<file path="config.mk">
export PLATFORM = sky130hd
export DESIGN_NAME = level_integrator
export DESIGN_NICKNAME = d
export VERILOG_FILES = /design/src/rtl/deglitch_pkg.sv /design/src/rtl/integrator_datapath.sv /design/src/rtl/integrator_control.sv /design/src/rtl/level_integrator.sv
export SDC_FILE = /design/constraint.sdc
export NUM_CORES = 1
export LEC_CHECK = 0
export BUFFER_PORTS_ARGS = -buffer_cell sky130_fd_sc_hd__buf_2
export CORE_AREA = 8 8 45 47
export CTS_CLUSTER_SIZE = 10
export DETAILED_ROUTE_END_ITERATION = 16
export DIE_AREA = 0 0 53 55
export SYNTH_ARGS = -nofsm -noshare
export SYNTH_HDL_FRONTEND = slang
export SYNTH_HIERARCHICAL = 1
export SYNTH_SLANG_ARGS = --single-unit
</file>
<file path="constraint.sdc">
create_clock -name clk -period 2 [get_ports clk]
set_input_delay 0.3 -clock clk [delete_from_list [all_inputs] [get_ports clk]]
set_output_delay 0.3 -clock clk [all_outputs]
set_load 0.01 [all_outputs]
</file>
<file path="src/rtl/deglitch_pkg.sv">
package deglitch_pkg;

  // Step commands issued by the control to the counter datapath.
  typedef struct packed {
    logic stepUp;
    logic stepDown;
  } stepCmd_t;

  // Position flags reported by the datapath to the control.
  typedef struct packed {
    logic atTop;
    logic atBottom;
    logic nearTop;
    logic nearBottom;
  } cntFlags_t;

endpackage

</file>
<file path="src/rtl/integrator_datapath.sv">
module integrator_datapath
  import deglitch_pkg::*;
#(
  parameter int MAX_COUNT = 7,
  localparam int CNT_W = $clog2(MAX_COUNT + 1)
) (
  input  logic             clk,
  input  logic             rstN,
  input  stepCmd_t         cmd,
  output cntFlags_t        flags,
  output logic [CNT_W-1:0] count
);

  localparam logic [CNT_W-1:0] TOP_VAL  = CNT_W'(MAX_COUNT);
  localparam logic [CNT_W-1:0] NEAR_TOP = CNT_W'(MAX_COUNT - 1);
  localparam logic [CNT_W-1:0] ONE_VAL  = CNT_W'(1);

  logic [CNT_W-1:0] countQ;
  logic [CNT_W-1:0] countD;

  always_comb begin
    countD = countQ;
    if (cmd.stepUp)
      countD = countQ + ONE_VAL;
    else if (cmd.stepDown)
      countD = countQ - ONE_VAL;
  end

  always_ff @(posedge clk or negedge rstN) begin
    if (!rstN)
      countQ <= '0;
    else
      countQ <= countD;
  end

  always_comb begin
    flags.atTop      = (countQ == TOP_VAL);
    flags.atBottom   = (countQ == '0);
    flags.nearTop    = (countQ == NEAR_TOP);
    flags.nearBottom = (countQ == ONE_VAL);
  end

  assign count = countQ;

endmodule

</file>
<file path="src/rtl/integrator_control.sv">
module integrator_control
  import deglitch_pkg::*;
(
  input  logic      clk,
  input  logic      rstN,
  input  logic      sampleIn,
  input  cntFlags_t flags,
  output stepCmd_t  cmd,
  output logic      level
);

  logic levelQ;
  logic riseNow;
  logic fallNow;

  always_comb begin
    cmd.stepUp   = sampleIn  & ~flags.atTop;
    cmd.stepDown = ~sampleIn & ~flags.atBottom;
    // Output flips on the edge whose step lands on the far limit.
    riseNow = ~levelQ & cmd.stepUp   & flags.nearTop;
    fallNow =  levelQ & cmd.stepDown & flags.nearBottom;
  end

  always_ff @(posedge clk or negedge rstN) begin
    if (!rstN)
      levelQ <= 1'b0;
    else if (riseNow)
      levelQ <= 1'b1;
    else if (fallNow)
      levelQ <= 1'b0;
  end

  assign level = levelQ;

endmodule

</file>
<file path="src/rtl/level_integrator.sv">
module level_integrator
  import deglitch_pkg::*;
#(
  parameter int MAX_COUNT = 7,
  localparam int CNT_W = $clog2(MAX_COUNT + 1)
) (
  input  logic             clk,
  input  logic             rstN,
  input  logic             sampleIn,
  output logic             filtOut,
  output logic [CNT_W-1:0] countOut
);

  stepCmd_t  cmd;
  cntFlags_t flags;

  integrator_control u_ctrl (
    .clk      (clk),
    .rstN     (rstN),
    .sampleIn (sampleIn),
    .flags    (flags),
    .cmd      (cmd),
    .level    (filtOut)
  );

  integrator_datapath #(.MAX_COUNT(MAX_COUNT)) u_dp (
    .clk   (clk),
    .rstN  (rstN),
    .cmd   (cmd),
    .flags (flags),
    .count (countOut)
  );

endmodule

</file>
==> impl_metrics.env, run 1 <==
export IMPL_p_sw_w=0.000216
export IMPL_combPwrFrac=0.507
export IMPL_ys_types=15
export IMPL_cts_root_buf="clkbuf_4"
export IMPL_postLayoutCellArea_um2=384
export IMPL_max_slew_margin=0.742
export IMPL_synth_top_cell_by_area="dfrtp_1"
export IMPL_period_share=0.858
export IMPL_status="finished clean"
export IMPL_postCtsSetupRepairBufs=0
export IMPL_route_detailed_drc=0
export IMPL_cp_cell_sequence="ha_1, ha_1, nor2b_1, nor2_1, a211o_1"
export IMPL_layout_drive_gt1_share=0.244
export IMPL_drt_iter0_markers=0
export IMPL_ys_seq_area_frac=0.332
export IMPL_ys_seq_elements=4
export IMPL_synthesis_nets=40
export IMPL_swShare=0.398
export IMPL_routedWlPerCell_um=10.9
export IMPL_numCtsBuffers=3
export IMPL_cp_end_kind="register"
export IMPL_num_vias=241
export IMPL_synth_edf_count=0
export IMPL_hpwlAfterDp_um=533
export IMPL_gp_congestion=0.688
export IMPL_async_flop_share=1.00
export IMPL_path_clk_slew_ns=0.03
export IMPL_fin_nets=52
export IMPL_placed_cell_area_um2=352
export IMPL_pwr_share_clk=0.180
export IMPL_synth_top_area_share=0.332
export IMPL_hold_slack_ns=0.318
export IMPL_grt_pass1_wl_um=1150
export IMPL_multi_input_area_um2=190
export IMPL_ant_nets=0
export IMPL_synth_top_flop_cell="dfrtp_1"
export IMPL_slowest_delay_ns=0.41
export IMPL_netlist_instances=31
export IMPL_yosys_warnings=6
export IMPL_hold_path_class="in2reg"
export IMPL_netlist_top_cells_area="dfrtp_1, ha_1, nor2b_1"
export IMPL_crit_top_cell="ha_1"
export IMPL_clkLatencyLatePin_ns=0.23
export IMPL_power_total_w=0.000542
export IMPL_setup_tns_ns=0
export IMPL_seq_power_share=0.313
export IMPL_hold_viol_final=0
export IMPL_n_antenna_cell=0
export IMPL_vias_per_cell=4.23
export IMPL_post_route_util=0.278
export IMPL_syn_to_final_growth_pct=27.4
export IMPL_ir_drop_mv=0.365
export IMPL_fin_crit_ns=1.72
export IMPL_cp_slowest_cell="dfrtp_1"
export IMPL_synthTopCellsByCount="ha_1, dfrtp_1, nor2b_1, inv_1, nor2_1"
export IMPL_path_class="reg2reg"
export IMPL_rows=14
export IMPL_crit_required_ns=2.11
export IMPL_syn_area_um2=302
export IMPL_max_freq_mhz=582
export IMPL_powerDensity_mw_per_mm2=1410
export IMPL_synth_avg_cell_area_um2=9.73
export IMPL_final_seq_area_um2=100
export IMPL_fillers=152
export IMPL_clock_path_buffers=2
export IMPL_worst_path_max_fanout=6
export IMPL_grtUsageTotal=0.0557
export IMPL_grt_overflow=0
export IMPL_setup_violations=0
export IMPL_grt_setup_unrepaired="no"
export IMPL_yosysMostFrequentCell="ha_1"
export IMPL_antenna_found_initial=0
export IMPL_htree_levels=1
export IMPL_initial_core_util=0.218
export IMPL_dieWidth_um=53
export IMPL_finalClockSkew_ns=0.000647
export IMPL_internal_power_w=0.000326
export IMPL_maxCapViolations=0
export IMPL_core_mm2=0.00138
export IMPL_routed_wl_um=619
export IMPL_portBuffers=6
export IMPL_drv_slew=0
export IMPL_leakage_nw=0.196
export IMPL_num_io_pins=7
export IMPL_die_y_um=55
export IMPL_startpoint_type="register"
export IMPL_firstDrtPassIters=1
export IMPL_cp_data_arrival_time_ns=1.83
export IMPL_worst_slew_pin_transition_ns=0.386
export IMPL_dieArea_mm2=0.00292
export IMPL_grt_pass1_vias=292
export IMPL_grt_max_degree=8
export IMPL_cts_sinks=4
export IMPL_cts_tree="done"
power by group through the flow:
stage / sequential [W] / combinational [W] / clock (W)
finish: 0.000170 / 0.000275 / 0.0000973
global route: 0.000181 / 0.000325 / 0.000113
CTS: 0.000172 / 0.000284 / 0.000102
detailed placement: 0.000173 / 0.000282 / 0
global placement: 0.000169 / 0.000275 / 0
floorplan: 0.000179 / 0.000179 / 0
path summary, 6_finish.rpt:
path | slack [ns] | end | depth (start not counted) | startpoint
min in group asynchronous | 0.41 | u_dp/count[1] | 2 | rstN
min | 0.32 | u_ctrl/level | 3 | sampleIn
min reg2reg | 0.54 | u_ctrl/level | 2 | u_ctrl/level
max in group asynchronous | 1.47 | u_ctrl/level | 2 | rstN
max | 0.28 | u_dp/count[1] | 5 | u_dp/count[0]
max reg2reg | 0.28 | u_dp/count[1] | 5 | u_dp/count[0]
state kept, by name, summed over array words and instances (netlist names):
name,count
u_ctrl/level,1
u_dp/count,3
timing repair:
action | in CTS | in global routing
hold endpoints to repair | 4 | 0
hold buffers | 1 | 0
resized for setup | 0 | 0
layout make-up:
class                      count  share of cell area
multi-input combinational     24               0.495
sequential                     4               0.261
inverter                       3              0.0293
clock buffer                   3              0.0586
tap                           16              0.0521
timing repair buffer           7               0.104
cell families after synthesis:
family,count (synthesis),synth area share
AND/OR/NAND/NOR,13,0.257
adder cells (fa/ha/maj),6,0.249
flip-flops,4,0.332
XOR/XNOR,1,0.0291
buffers and inverters,3,0.0373
AO/OA/AOI/OAI,4,0.0954
metrics by stage:
step / worst slack [ns] / std cells
after detailed placement: 0.272 / 53
final: 0.283 / 57
after CTS: 0.262 / 57
after floorplan: 0.391 / 31
after global placement: 0.307 / 53
after global routing: 0.121 / 57
layer usage:
metal  track usage  share of wire  wire [µm]  vias to the layer above
met5             0              0          0                        -
met2        0.0977           0.51        316                        6
met3        0.0348          0.066         41                        0
met1        0.0502           0.42        261                      112
li1              -              -          -                      123
met4        0.0259              0          0                        0
worst max-delay path: cells and delay by family (launching register included):
kind            cells  cell delay (ns)
simple gates        2             0.47
fa+ha+maj           2             0.41
flops               1             0.41
compound gates      1             0.31
cell usage in the layout (no fill, tap or decap):
cell type,count
clkbuf_4,3
dlygate4sd3_1,1
ha_1,6
nor2b_1,4
a21oi_1,2
xnor2_1,1
buf_2,6
dfrtp_1,4
and2_1,1
nand2b_1,1
and2_2,1
nor3b_1,1
inv_1,3
a211o_1,1
a221o_1,1
nor4bb_1,1
nor2_1,3
nand2_1,1
Note: power is estimated with default switching activity, not from simulation.
==> run 2, diff against run 1 <==
Settings changed: CORE_AREA 8 8 45 47 to 5 5 42 44, DIE_AREA 0 0 53 55 to 0 0 47 49.
==> run 2 against run 1 <==
  * Die area decreased by 21%
  * Cell count unchanged
  * Combinational power decreased by 4%
  * Count of clock-buffer cells in the layout unchanged
  * Sequential power increased by 2%
  * Total power decreased by 1.5%
  * Wire length decreased by 13%
  * Largest cell class unchanged
  * Critical path type unchanged
  * Core utilization decreased by 0.35 points
  * Sequential share of layout area unchanged
  * First-iteration DRC count unchanged
==> impl_metrics.env, run 2 (synthesis gave the netlist of run 1 again) <==
export IMPL_portBuffers=6
export IMPL_fin_nets=52
export IMPL_setup_violations=0
export IMPL_grt_setup_unrepaired="no"
export IMPL_fillers=162
export IMPL_dieWidth_um=47
export IMPL_setup_tns_ns=0
export IMPL_core_mm2=0.00140
export IMPL_route_detailed_drc=0
export IMPL_grt_pass1_vias=235
export IMPL_num_vias=234
export IMPL_antenna_found_initial=0
export IMPL_maxCapViolations=0
export IMPL_final_setup_worst_slack_ns=0.289
export IMPL_post_route_util=0.274
export IMPL_grt_max_degree=8
export IMPL_internal_power_w=0.000323
export IMPL_routedWlPerCell_um=9.40
export IMPL_powerDensity_mw_per_mm2=1390
export IMPL_firstDrtPassIters=1
export IMPL_clock_path_buffers=2
export IMPL_grt_overflow=0
export IMPL_drt_iter0_markers=0
export IMPL_htree_levels=1
export IMPL_pre_cts_ws_ns=0.294
export IMPL_pwr_share_clk=0.181
export IMPL_grtUsageTotal=0.0535
export IMPL_cp_end_kind="register"
export IMPL_finalClockSkew_ns=0.00411
export IMPL_cts_tree="done"
export IMPL_max_freq_mhz=585
export IMPL_gp_congestion=0.652
export IMPL_fin_crit_ns=1.71
export IMPL_numCtsBuffers=3
export IMPL_worst_path_max_fanout=6
export IMPL_cts_sinks=4
export IMPL_worst_slew_pin_transition_ns=0.344
export IMPL_initial_core_util=0.215
export IMPL_p_sw_w=0.000211
export IMPL_grt_pass1_wl_um=917
export IMPL_placed_cells=53
export IMPL_crit_required_ns=2.11
export IMPL_routed_wl_um=536
export IMPL_postCtsSetupRepairBufs=0
export IMPL_hold_slack_ns=0.315
export IMPL_hold_viol_final=0
export IMPL_rows=14
export IMPL_max_slew_margin=0.770
export IMPL_seq_power_share=0.326
export IMPL_num_io_pins=7
export IMPL_ir_drop_mv=0.337
export IMPL_path_clk_slew_ns=0.04
export IMPL_path_class="reg2reg"
export IMPL_cp_data_arrival_time_ns=1.82
export IMPL_combPwrFrac=0.493
export IMPL_dieArea_mm2=0.00230
export IMPL_n_antenna_cell=0
export IMPL_syn_to_final_growth_pct=27.4
export IMPL_ant_nets=0
export IMPL_largest_reg_flops=3
export IMPL_hold_path_class="in2reg"
export IMPL_cts_root_buf="clkbuf_4"
export IMPL_startpoint_type="register"
export IMPL_leakage_nw=0.196
export IMPL_clkLatencyLatePin_ns=0.23
export IMPL_drv_slew=0
export IMPL_swShare=0.395
export IMPL_final_cell_mix="buf_2, ha_1, nor2b_1, dfrtp_1"
export IMPL_layout_cells_non_filler=57
export IMPL_die_y_um=49
export IMPL_period_share=0.855
export IMPL_vias_per_cell=4.11
export IMPL_status="finished clean"
export IMPL_layout_drive_gt1_share=0.244
## run 2: worst max-delay path, cell delays in order (launching register included)
cell	delay (ns)
dfrtp_1	0.43
ha_1	0.23
ha_1	0.19
nor2b_1	0.30
nor2_1	0.13
a211o_1	0.30
## run 2: power groups by stage
stage               sequential (W)  combinational [W]  clock (W)
finish                    0.000174           0.000263  0.0000967
CTS                       0.000176           0.000271   0.000102
global route              0.000183           0.000312   0.000106
detailed placement        0.000177           0.000269          0
global placement          0.000174           0.000267          0
floorplan                 0.000179           0.000179          0
## run 2: layout make-up
cell class                      instances  area (µm²)  share of cell area
Sequential cell                         4         100               0.261
Tap cell                               16        20.0              0.0521
Clock buffer                            3        22.5              0.0586
Inverter                                3        11.3              0.0293
Multi-Input combinational cell         24         190               0.495
Timing Repair Buffer                    7        40.0               0.104
## run 2: final timing paths
check                              start       endpoint  slack (ns)  cells after the start
max reg2reg                u_dp/count[0]  u_dp/count[1]        0.29                      5
max in group asynchronous           rstN  u_dp/count[1]        1.47                      2
max                        u_dp/count[0]  u_dp/count[1]        0.29                      5
min reg2reg                 u_ctrl/level   u_ctrl/level        0.53                      2
min                             sampleIn   u_ctrl/level        0.32                      3
min in group asynchronous           rstN  u_dp/count[2]        0.40                      2
## run 2: layer usage
metal,vias up,share of wire,track usage
met4,0,0,0.0138
met1,104,0.49,0.0725
met5,-,0,0
li1,122,-,-
met3,0,0.090,0.0332
met2,8,0.42,0.0701
## run 2: what timing repair did
item / 4_1_cts / 5_1_grt
hold buffers: 1 / 0
endpoints found under the hold margin: 4 / 0
setup endpoints to repair: 0 / 0
gates resized for setup: 0 / 0
## run 2: per-stage QoR
step	instance area, µm²	total power [W]
finish	384	0.000534
global route	384	0.000600
CTS	384	0.000549
detailed placement	352	0.000446
global placement	352	0.000441
floorplan	302	0.000358
